File: src/rtl/ld_st_hazard_check.sv
module ld_st_hazard_check #(
  parameter int NST = 8,
  parameter int AW  = 32,
  parameter int TW  = 4
) (
  input  logic                   clk,
  input  logic                   rst_n,
  input  logic                   flush,
  input  logic                   st_alloc_vld,
  input  logic [$clog2(NST)-1:0] st_alloc_slot,
  input  logic [TW-1:0]          st_alloc_age,
  input  logic                   st_addr_vld,
  input  logic [$clog2(NST)-1:0] st_addr_slot,
  input  logic [AW-1:0]          st_addr,
  input  logic                   st_commit_vld,
  input  logic [$clog2(NST)-1:0] st_commit_slot,
  input  logic                   ld_req_vld,
  input  logic [AW-1:0]          ld_req_addr,
  input  logic [TW-1:0]          ld_req_age,
  output logic                   ld_rdy,
  output logic                   ld_grant,
  output logic                   ld_stall_unk,
  output logic                   ld_stall_alias
);
  localparam int SW = $clog2(NST);

  logic [NST-1:0] st_v_q, st_k_q, unk_hit, alias_hit;
  logic [AW-1:0]  st_a_q [NST];
  logic [TW-1:0]  st_g_q [NST];
  logic           pend_q;
  logic [AW-1:0]  pend_addr_q;
  logic [TW-1:0]  pend_age_q;

  for (genvar i = 0; i < NST; i++) begin : g_slot
    logic          sel_alloc, sel_commit, sel_addr, older;
    logic [TW-1:0] diff;

    assign sel_alloc  = st_alloc_vld  && st_alloc_slot  == SW'(i);
    assign sel_commit = st_commit_vld && st_commit_slot == SW'(i);
    assign sel_addr   = st_addr_vld   && st_addr_slot   == SW'(i);

    always_ff @(posedge clk or negedge rst_n) begin
      if (!rst_n) begin
        st_v_q[i] <= 1'b0;
        st_k_q[i] <= 1'b0;
        st_a_q[i] <= '0;
        st_g_q[i] <= '0;
      end else if (flush) begin
        st_v_q[i] <= 1'b0;
        st_k_q[i] <= 1'b0;
      end else if (sel_alloc) begin
        st_v_q[i] <= 1'b1;
        st_k_q[i] <= 1'b0;
        st_g_q[i] <= st_alloc_age;
      end else if (sel_commit) begin
        st_v_q[i] <= 1'b0;
        st_k_q[i] <= 1'b0;
      end else if (sel_addr && st_v_q[i]) begin
        st_k_q[i] <= 1'b1;
        st_a_q[i] <= st_addr;
      end
    end

    assign diff         = pend_age_q - st_g_q[i];
    assign older        = st_v_q[i] && diff != '0 && !diff[TW-1];
    assign unk_hit[i]   = older && !st_k_q[i];
    assign alias_hit[i] = older && st_k_q[i] && st_a_q[i] == pend_addr_q;
  end

  assign ld_stall_unk   = pend_q && |unk_hit;
  assign ld_stall_alias = pend_q && |alias_hit;
  assign ld_grant       = pend_q && !(|unk_hit) && !(|alias_hit);
  assign ld_rdy         = !pend_q || ld_grant;

  always_ff @(posedge clk or negedge rst_n) begin
    if (!rst_n) begin
      pend_q      <= 1'b0;
      pend_addr_q <= '0;
      pend_age_q  <= '0;
    end else if (flush) begin
      pend_q <= 1'b0;
    end else if (ld_req_vld && ld_rdy) begin
      pend_q      <= 1'b1;
      pend_addr_q <= ld_req_addr;
      pend_age_q  <= ld_req_age;
    end else if (ld_grant) begin
      pend_q <= 1'b0;
    end
  end
endmodule

File: config.mk
export PLATFORM = sky130hd
export DESIGN_NAME = ld_st_hazard_check
export DESIGN_NICKNAME = d
export VERILOG_FILES = /design/src/rtl/ld_st_hazard_check.sv
export SDC_FILE = /design/constraint.sdc
export NUM_CORES = 1
export LEC_CHECK = 0
export BUFFER_PORTS_ARGS = -buffer_cell sky130_fd_sc_hd__clkbuf_2
export CORE_ASPECT_RATIO = 1.1
export CORE_MARGIN = 1
export CORE_UTILIZATION = 52
export DETAILED_ROUTE_END_ITERATION = 16
export HOLD_SLACK_MARGIN = 0.15
export PLACE_DENSITY = 0.65
export SKIP_LAST_GASP = 1
export SLEW_MARGIN = 30
export SYNTH_ARGS = -nofsm -noshare
export SYNTH_HDL_FRONTEND = slang
export SYNTH_SLANG_ARGS = --single-unit
File: constraint.sdc
create_clock -name clk -period 4 [get_ports clk]
set_input_delay 0.6 -clock clk [delete_from_list [all_inputs] [get_ports clk]]
set_output_delay 0.6 -clock clk [all_outputs]
set_load 0.1 [all_outputs]
==> results of run 1 <==
-- layout make-up --
class	instances	area share
multi-input cells	1211	0.456
flip-flops and latches	341	0.393
clock buffers	53	0.0525
repair buffers	164	0.0523
well taps	481	0.0277
clock inverters	14	0.0115
inverters	34	0.00599
repair inverters	1	0.000345
-- worst register-to-register path, delay by kind of cell (launching register included) --
kind | cells | cell delay [ns]
buf+inv | 1 | 0.47
xor+xnor | 1 | 0.56
simple gates | 7 | 1.70
flops | 1 | 0.64
-- power by group --
part           internal (mW)  leakage, nW  total (mW)  switching, mW
combinational           1.51         4.38        4.11           2.60
sequential              3.76         4.57        4.27          0.511
clock                   2.44        0.688        3.91           1.46
-- per-stage QoR --
| step | setup WS, ns | util | setup TNS, ns |
|---|---|---|---|
| 6_report | -0.0614 | 0.616 | -0.0884 |
| 4_1_cts | -0.0156 | 0.612 | -0.0159 |
| 2_1_floorplan | 0.265 | - | 0 |
| 3_3_place_gp | 0.340 | 0.565 | 0 |
| 5_1_grt | -0.111 | 0.616 | -0.196 |
| 3_5_place_dp | 0.285 | 0.565 | 0 |
-- final timing paths --
check                                 from               to  slack [ns]  depth (start not counted)
max reg2reg                pend_addr_q[20]  pend_addr_q[15]        0.55                          9
min reg2reg                      st_g_q[6]        st_g_q[6]        0.51                          1
max in group asynchronous            rst_n      st_a_q[182]        2.36                          4
min                        ld_req_addr[30]  pend_addr_q[30]        0.30                          3
max                        pend_addr_q[20]         ld_grant       -0.06                          8
min in group asynchronous            rst_n       st_g_q[14]        0.51                          2
-- what timing repair did --
item	4_1_cts	5_1_grt
endpoints found under the hold margin	0	24
gates resized for setup	45	21
setup buffers	6	1
pin swaps	17	9
hold buffers	0	1
gates cloned	1	0
endpoints found under the setup margin	4	4
-- registers in the layout (all words and copies together), names as in the netlist --
name         flops
st_g_q          32
st_a_q         256
pend_age_q       4
pend_addr_q     32
pend_q           1
st_v_q           8
st_k_q           8
-- logic make-up after synthesis --
group	count (synthesis)	synth area share
adder cells (fa/ha/maj)	32	0.0245
buffers and inverters	137	0.0326
multiplexers	281	0.169
flip-flops	341	0.455
AND/OR/NAND/NOR	497	0.150
XOR/XNOR	271	0.127
AO/OA/AOI/OAI	130	0.0422
-- routing by layer --
metal,global-route usage,vias to the layer above,part of all wire
li1,-,6259,-
met1,0.487,7426,0.40
met2,0.606,631,0.47
met3,0.0624,165,0.063
met4,0.218,0,0.070
met5,0,-,0
-- cell usage in the layout, fill, tap and decap left out, drive strengths merged, types with 2 or more instances in the layout --
master	count
nor3	14
clkbuf	139
dfrtp	341
mux2	281
nor2b	3
nor2	13
nor4	26
nand2	101
clkinv	7
nand2b	51
nand3b	12
a31oi	36
bufinv	7
o21ai	54
or3	3
ha	24
nor4b	2
o32a	3
or4b	2
nor3b	5
a221oi	8
nand4bb	2
a21oi	12
or4	13
inv	34
a21o	9
and4	2
and2	5
nand4b	13
xnor2	225
and3	2
nand4	130
buf	77
o31a	3
or3b	4
fa	8
nand3	91
and3b	2
xor2	46
==> metrics.md, run 1 <==
| Metric | Value |
|---|---|
| Gpl congestion | 1.08 |
| Area leader, netlist | dfrtp_1 |
| Minimum clock period | 4.06 ns |
| Reg clk slew, reported paths | 0.06 ns |
| Worst Path Arrival | 3.46 ns |
| Leakage | 9.63 nW |
| Antenna Cells | 0 |
| CTS Buf Count | 40 |
| Share of layout cells above drive strength 1 | 0.317 |
| Crit path kind | flop to output port |
| Post-synth EDFFs | 0 |
| Initial antenna violation count | 0 |
| Post-synthesis cell area | 0.0188 mm^2 |
| CP bufs+invs | 1 |
| Register Area | 0.00855 mm^2 |
| Final setup viols | 2 |
| Final WS setup | -0.0614 ns |
| Final Cycle Share | 1.02 |
| Core area | 0.0353 mm^2 |
| I/O pin count | 92 |
| Worst-Skew Late Latency | 0.56 ns |
| Post-DP HPWL | 50.9 mm |
| WL/cell | 29.5 um |
| Post-layout nets | 1913 |
| Number of fill cells | 2977 |
| Syn avg cell area | 11.1 um^2 |
| Pre-antenna DRT Iters | 7 |
| H-Tree Depth | 2 |
| Final instance area | 0.0217 mm^2 |
| Worst-Margin Slew | 0.749 ns |
| Non-filler cells, final | 2299 |
| Top-count cell post-synth | dfrtp_1 |
| CP startpoint kind | flop |
| Pwr dens | 565 mW/mm^2 |
| Critical-path top delay cell | dfrtp_1 |
| Commonest cells post-synth | dfrtp_1 (341), mux2_2 (281), xnor2_1 (223) |
| Failing checks | setup timing |
| Post-layout power | 12.3 mW |
| First-pass GRT wire length | 99.0 mm |
| CP max stage delay | 0.64 ns |
| Starting Density | 0.531 |
| VDD IR-drop max | 0.000413 V |
| Input/output buffers | 91 |
| Relative slew slack | 0.501 |
| Critical Path RT | 3.40 ns |
| Top cells by area, synth | dfrtp_1 (45%), mux2_2 (17%), xnor2_1 (10%) |
| Crit end category | output port |
| Antenna Nets Post-Route | 0 |
| Net Count, Synth | 1809 |
| Clock root cell | clkbuf_16 |
| WHS | 0.295 ns |
| CTS tree | built |
| Unrepaired setup endpoints after global routing | true |
| Area of the multi-input gates | 0.00992 mm^2 |
| Dpl cells | 2223 |
| Achievable clock frequency | 246 MHz |
| Rows | 72 |
| Clk sinks | 341 |
| Die footprint | 0.0368 mm^2 |
| Largest net degree at the start of global routing | 114 |
| Mapped Cells | 1689 |
| Total gr overflow | 0 |
| Final count of hold timing violations | 0 |
| Clock skew | 0.0160 ns |
| Die outline width | 183 um |
| DRC violations left | 0 |
| Via count | 14.5k |
| Vias in the first global route | 14.2k |
| Vias/cell | 6.30 |
| Sequential area share after synthesis | 0.455 |
| First DRT Iteration DRCs | 1293 |
| YS warnings | 0 |
| Tot GR Track Use | 0.379 |
| Delay-heaviest family, CP | simple AND/OR/NAND/NOR gates |
| Asr flop ratio synth | 1.00 |
| Cell mode on critical path | nand4_1 |
| Area growth syn-to-layout | 15.9% |
| Status | finished with violations |
| Max cap viols | 0 |
| Fin. max-slew vios | 0 |
| Commonest register cell after synthesis | dfrtp_1 |
| DIE HEIGHT | 201 um |
| Crit-path max FO | 11 |
| Seq cells post-synth | 341 |
| Worst min path class | input pin to flop |
| Post-synth cell types | 48 |
| Area after DPL | 0.0200 mm^2 |
| Crit-path cells | xnor2_1 -> nand4_1 -> nor3_1 -> or4b_1 -> nand4_1 -> nor2_4 -> and3_2 -> buf_12 |
| Synth top area share | 0.455 |
| WL final | 67.9 mm |
| Clock Tree Buf Depth | 3 |
Power figures use the tool's default switching activity.
==> run 2: changes to the inputs <==
Settings changed: BUFFER_PORTS_ARGS -buffer_cell sky130_fd_sc_hd__clkbuf_2 to default, CORE_UTILIZATION 52 to 40, DONT_BUFFER_PORTS from default to 1, PLACE_DENSITY 0.65 to 0.5, SKIP_CTS_REPAIR_TIMING from default to 1.
==> run 2 against run 1 <==
  * Non-clock buffer count shrank 69
  * First-iteration DRC count shrank 6.7%
  * Highest routed layer unchanged
  * Design area decreased by 0.66%
  * Critical path type unchanged
  * Fmax fell by 5.6%
  * Count of clock-buffer cells in the layout increased by 12
  * The run ends with hold timing, setup timing left
  * Total power rose by 0.83%
  * Routed wire length is 4.1% higher
  * Sequential share of layout area is 0.22 points higher
  * Critical path depth is 2 higher
  * Worst hold slack worse by 0.57 ns
==> metrics.md, run 2 (synthesized netlist as in run 1, its figures left out) <==
| Metric | Value |
|---|---|
| Worst min path class | input pin to asynchronous set/reset pin |
| Minimum clock period | 4.30 ns (+0.242 ns) |
| Unrepaired setup endpoints after global routing | true |
| Max reg flops | 256 (unchanged) |
| Input/output buffers | 0 (-100%) |
| Achievable clock frequency | 232 MHz (-5.6%) |
| Initial antenna violation count | 4 (+4) |
| Via count | 14.0k (-3.2%) |
| Worst Path Arrival | 3.70 ns (+0.24 ns) |
| Gpl congestion | 0.972 (-9.7%) |
| Final Cycle Share | 1.08 (+0.0604) |
| Total internal power | 7.86 mW (+1.8%) |
| Reg clk slew, reported paths | 0.06 ns (about the same) |
| Crit. Startpoint | pend_addr_q[22] |
| First-pass GRT wire length | 101 mm (+1.7%) |
| Clk sinks | 341 (unchanged) |
| Clock share of power | 0.329 (+0.011) |
| Critical-path top delay cell | nor4_1 |
| I/O pin count | 92 (unchanged) |
| Worst-Skew Late Latency | 0.58 ns (+0.02 ns) |
| Share of layout cells above drive strength 1 | 0.284 (-0.0328) |
| Final WS setup | -0.303 ns (-0.242 ns) |
| Vias in the first global route | 13.7k (-3.8%) |
| WL/cell | 30.1 um (+2.0%) |
| Crit path kind | flop to output port |
| Final setup viols | 4 (+2) |
| Clock root cell | clkbuf_16 |
| Core area | 0.0460 mm^2 (+30%) |
| Fin. max-slew vios | 0 (unchanged) |
| Tot GR Track Use | 0.296 (-0.0829) |
| Rows | 82 (+14%) |
| Antenna Nets Post-Route | 0 (unchanged) |
| Critical Path RT | 3.40 ns (about the same) |
| Total gr overflow | 0 (unchanged) |
| Switching share of power | 0.366 (-0.00603) |
| Commonest non-fill, non-tap cell in the layout | dfrtp_1 |
| Met1 Usage GRT | 0.396 (-0.0912) |
| Failing checks | hold timing, setup timing |
| WL final | 70.7 mm (+4.1%) |
| Most frequent cells in the layout | dfrtp_1 (336), mux2_2 (281), xnor2_1 (222) |
| DIE HEIGHT | 229 um (+14%) |
| Reg2reg end | pend_addr_q[3] |
| Sequential group share of total power | 0.340 (-0.008) |
| Pwr dens | 574 mW/mm^2 (+1.5%) |
| Critical Path End | ld_grant |
| WHS | -0.278 ns (-0.573 ns) |
| CTS Buf Count | 42 (+5.0%) |
| Largest net degree at the start of global routing | 342 (+200%) |
| Setup WS pre-CTS | 0.181 ns (-0.104 ns) |
| Area growth syn-to-layout | 15.1% |
| Logic pwr share | 0.331 (-0.004) |
| Leakage | 9.35 nW (-2.9%) |
| Vias/cell | 5.97 (-5.2%) |
| Crit-path cells | buf_4 -> xnor2_1 -> nand4_1 -> nor4_1 -> nand4b_1 -> nand4_1 -> buf_4 -> nor2_4 -> and3_4 -> buf_12 |
| First DRT Iteration DRCs | 1206 (-6.7%) |
| Crit-path max FO | 10 (-1) |
| R2R Setup Slk | 0.42 ns (-0.13 ns) |
| Worst r2r src | pend_addr_q[22] |
| Die outline width | 208 um (+14%) |
| Starting Density | 0.408 (-0.123) |
| Max cap viols | 0 (unchanged) |
| Switch Pwr | 4.54 mW (-0.80%) |
| GR Util met2 | 0.475 (-0.131) |
| Post-layout nets | 1845 (-3.6%) |
| Largest Register | st_a_q |
| Clock skew | 0.0255 ns (+0.00951 ns) |
| VDD IR-drop max | 0.000307 V (-26%) |
| M3 GR Usage | 0.0532 (-0.00924) |
| CP max stage delay | 0.75 ns (+0.11 ns) |
| Clock Tree Buf Depth | 3 (unchanged) |
| CP startpoint kind | flop |
| Crit end category | output port |
| R2R depth | 10 (+1) |
| Relative slew slack | 0.251 (-0.250) |
| H-Tree Depth | 2 (unchanged) |
| Setup tns final | -0.760 ns (-0.672 ns) |
| Pre-antenna DRT Iters | 5 (-2) |
| DRC violations left | 0 (unchanged) |
| CTS tree | built |
| Status | finished with violations |
| Worst-Margin Slew | 1.12 ns (+0.375 ns) |
| Final count of hold timing violations | 341 (+341) |
| Gr busiest metal | met2 |
| Post-DP HPWL | 51.6 mm (+1.4%) |
| Largest registers | st_a_q (256), pend_addr_q (32), st_g_q (32) |
| Die footprint | 0.0478 mm^2 (+30%) |
==> run 2: cell count changes in the layout (fill, tap and decap cells not counted), moves of 3 or more <==
cell	previous run	this run
clkbuf_2	86	0
buf_4	67	80
xnor2_1	209	222
xnor2_2	15	3
dfrtp_1	328	336
dfrtp_2	12	4
clkbuf_16	41	46
clkbuf_1	5	9
clkbuf_8	7	11
buf_6	1	4
bufinv_16	7	4
==> run 2: layout make-up <==
| cell class | count | area (um^2) |
|---|---|---|
| tap | 588 | 736 |
| timing repair buffer | 95 | 841 |
| multi-input combinational | 1211 | 9860 |
| fill | 4266 | 24400 |
| antenna | 2 | 5.00 |
| clock buffer | 65 | 1310 |
| clock inverter | 11 | 164 |
| sequential | 341 | 8540 |
| inverter | 34 | 134 |
==> run 2: worst min-delay path by stage <==
stage	start	to	cells past startpoint
after global routing	rst_n	pend_age_q[2]	0
after detailed placement	rst_n	pend_age_q[3]	0
after floorplan	rst_n	pend_addr_q[0]	0
after CTS	rst_n	pend_age_q[3]	0
after global placement	rst_n	pend_age_q[3]	0
final	rst_n	pend_age_q[2]	0
==> run 2: power groups by stage <==
stage / clock network, mW / registers (mW) / logic (mW)
global route: 4.28 / 4.25 / 4.34
detailed placement: 0 / 4.26 / 3.82
global placement: 0 / 4.25 / 3.81
floorplan: 0 / 3.99 / 2.43
finish: 4.08 / 4.22 / 4.10
CTS: 4.16 / 4.20 / 3.84
==> run 2: routing by layer <==
layer,vias up,share of wire
met1,7304,0.43
met2,480,0.47
li1,6127,-
met4,0,0.043
met5,-,0
met3,102,0.064
==> run 2: through the flow <==
stage / util / cell area [um^2] / power, mW / cells
floorplan: - / 18800 / 6.43 / 1689
global placement: 0.429 / 19700 / 8.06 / 2255
detailed placement: 0.430 / 19700 / 8.07 / 2255
CTS: 0.462 / 21200 / 12.2 / 2331
global route: 0.470 / 21600 / 12.9 / 2345
finish: 0.470 / 21600 / 12.4 / 2347
==> run 2: worst max-delay path: cells and delay by family (launching register included) <==
kind / cells / cell delay [ns]
xor+xnor: 1 / 0.67
flops: 1 / 0.39
simple gates: 6 / 1.56
buf+inv: 3 / 0.52
==> run 3: changes to the inputs <==
Settings changed: PLACE_DENSITY 0.5 to 0.62.
==> run 3 against run 2 <==
  * The flow finishes with violations (hold timing, slew limit, setup timing)
  * Die area unchanged
  * Critical path depth unchanged
  * First-iteration DRC count up 8.0%
  * Count of clock-buffer cells in the layout down 13
  * Non-clock buffer count decreased by 6
  * Fmax increased by 2.3%
  * Sequential power decreased by 1%
  * Worst hold slack worse by 0.0061 ns
  * Total power fell by 2.8%
  * Critical path type unchanged
==> metrics.md, run 3 (synthesized netlist as in run 1, its figures left out) <==
| Metric | Value |
|---|---|
| Rows | 82 (unchanged) |
| Non-filler cells, final | 2333 (-0.60%) |
| Cell mode on critical path | nand4_1 |
| Largest registers | st_a_q (256), pend_addr_q (32), st_g_q (32) |
| Reg clk slew, reported paths | 0.06 ns (about the same) |
| Gpl congestion | 0.950 (-2.3%) |
| CP bufs+invs | 3 (unchanged) |
| Post-layout power | 12.0 mW (-2.8%) |
| Max cap viols | 0 (unchanged) |
| Pre-antenna DRT Iters | 5 (unchanged) |
| Final count of hold timing violations | 182 (-47%) |
| Most frequent cells in the layout | dfrtp_1 (339), mux2_2 (281), xnor2_1 (220) |
| Via count | 14.0k (-0.36%) |
| Antenna Nets Post-Route | 0 (unchanged) |
| Input/output buffers | 0 (unchanged) |
| Setup WS pre-CTS | 0.234 ns (+0.0523 ns) |
| Post-layout nets | 1837 (-0.43%) |
| Minimum clock period | 4.21 ns (-0.0976 ns) |
| I/O pin count | 92 (unchanged) |
| Total gr overflow | 0 (unchanged) |
| Area growth syn-to-layout | 13.9% |
| Core area | 0.0460 mm^2 (unchanged) |
| Die outline width | 208 um (unchanged) |
| First DRT Iteration DRCs | 1302 (+8.0%) |
| Leakage | 9.26 nW (-1.0%) |
| Initial antenna violation count | 0 (-4) |
| Largest net degree at the start of global routing | 342 (unchanged) |
| Unrepaired setup endpoints after global routing | true |
| Antenna Cells | 0 (-2) |
| WL/cell | 29.6 um (-1.7%) |
| Crit-path cells | buf_4 -> xnor2_1 -> nand4_1 -> nor4_1 -> nand4_1 -> nand4_1 -> buf_4 -> nor2_4 -> and3_4 -> buf_12 |
| Starting Density | 0.408 (unchanged) |
| Worst min path class | input pin to asynchronous set/reset pin |
| Final Cycle Share | 1.05 (-0.0244) |
| Switch Pwr | 4.49 mW (-0.97%) |
| Achievable clock frequency | 238 MHz (+2.3%) |
| Sequential group share of total power | 0.346 (+0.006) |
| Final WS setup | -0.205 ns (+0.0976 ns) |
| Critical Path RT | 3.40 ns (about the same) |
| Relative slew slack | -0.0953 (-0.346) |
| Tot GR Track Use | 0.291 (-0.00532) |
| Vias/cell | 5.98 (+0.23%) |
| Worst-Margin Slew | 1.64 ns (+0.519 ns) |
| First-pass GRT wire length | 99.8 mm (-0.91%) |
| Share of layout cells above drive strength 1 | 0.276 (-0.00836) |
| Largest Register | st_a_q |
| DRC violations left | 0 (unchanged) |
| Dpl cells | 2252 (-0.13%) |
| Clk sinks | 341 (unchanged) |
| Fin. max-slew vios | 114 (+114) |
| Clock skew | 0.0204 ns (-0.00510 ns) |
| Failing checks | hold timing, slew limit, setup timing |
| Logic pwr share | 0.336 (+0.005) |
| Switching share of power | 0.373 (+0.00704) |
| H-Tree Depth | 2 (unchanged) |
| Clock share of power | 0.318 (-0.011) |
| Worst-Skew Late Latency | 0.58 ns (about the same) |
| Total internal power | 7.55 mW (-3.9%) |
| Clock root cell | clkbuf_16 |
| DIE HEIGHT | 229 um (unchanged) |
| CTS tree | built |
| CTS Buf Count | 40 (-4.8%) |
| Worst r2r src | pend_addr_q[29] |
| Status | finished with violations |
| Post-DP HPWL | 50.6 mm (-2.0%) |
| Crit end category | output port |
| Clock Tree Buf Depth | 3 (unchanged) |
| Crit path kind | flop to output port |
| Final setup viols | 3 (-1) |
| Critical-path top delay cell | nor4_1 |
| Delay-heaviest family, CP | simple AND/OR/NAND/NOR gates |
| Crit-path max FO | 8 (-2) |
| Worst Path Arrival | 3.61 ns (-0.09 ns) |
| CP max stage delay | 0.67 ns (-0.08 ns) |
| VDD IR-drop max | 0.000238 V (-22%) |
| WHS | -0.284 ns (-0.00612 ns) |
| Fin util | 0.465 (-0.00493) |
| Max reg flops | 256 (unchanged) |
| Crit. Startpoint | pend_addr_q[29] |
| Pwr dens | 564 mW/mm^2 (-1.8%) |
| WL final | 69.1 mm (-2.3%) |
| Die footprint | 0.0478 mm^2 (unchanged) |
| CP startpoint kind | flop |
| Commonest non-fill, non-tap cell in the layout | dfrtp_1 |
| Vias in the first global route | 14.0k (+2.6%) |
==> run 3: worst reg2reg max path, stage by stage (launching register included) <==
cell	delay (ns)
dfrtp_1	0.46
xnor2_1	0.58
nand4_1	0.18
or4_1	0.57
or4b_4	0.55
nand4_1	0.18
or2_4	0.17
buf_4	0.46
nand3_1	0.17
nand3_1	0.23
==> run 3: through the flow <==
stage                     instance area (um^2)  setup TNS (ns)
after floorplan                          18800               0
final                                    21400          -0.410
after global placement                   19700               0
after CTS                                21100           -1.27
after global routing                     21400          -0.555
after detailed placement                 19700               0
==> run 3: routing by layer <==
| metal | wire length [um] | global-route usage | vias up |
|---|---|---|---|
| met2 | 32500 | 0.478 | 520 |
| met4 | 3090 | 0.117 | 0 |
| met5 | 0 | 0 | - |
| met1 | 29200 | 0.376 | 7206 |
| li1 | - | - | 6121 |
| met3 | 4300 | 0.0564 | 115 |
==> run 3: area by class of cell <==
| type | count | area [um^2] |
|---|---|---|
| inverters | 34 | 130 |
| repair buffers | 89 | 743 |
| flip-flops and latches | 341 | 8540 |
| clock buffers | 52 | 1090 |
| well taps | 588 | 736 |
| multi-input cells | 1211 | 9880 |
| clock inverters | 18 | 258 |
| fillers | 4217 | 24600 |
==> run 3: power groups by stage <==
stage          combinational, mW  clock [mW]  sequential, mW
6_report                    4.05        3.83            4.17
5_1_grt                     4.24        4.01            4.21
4_1_cts                     3.82        3.88            4.15
3_5_place_dp                3.80           0            4.21
3_3_place_gp                3.79           0            4.19
2_1_floorplan               2.43           0            3.99
==> run 3: worst paths after layout <==
| kind | endpoint | slack (ns) | depth (start not counted) |
|---|---|---|---|
| worst max-delay path | ld_grant | -0.21 | 10 |
| worst min-delay path | pend_addr_q[4] | -0.28 | 0 |
| worst max register to register | pend_age_q[1] | 0.35 | 9 |
| worst min register to register | st_g_q[6] | 0.51 | 1 |
| max in group asynchronous | pend_age_q[1] | 2.84 | 0 |
| min in group clk | st_g_q[1] | 0.15 | 2 |
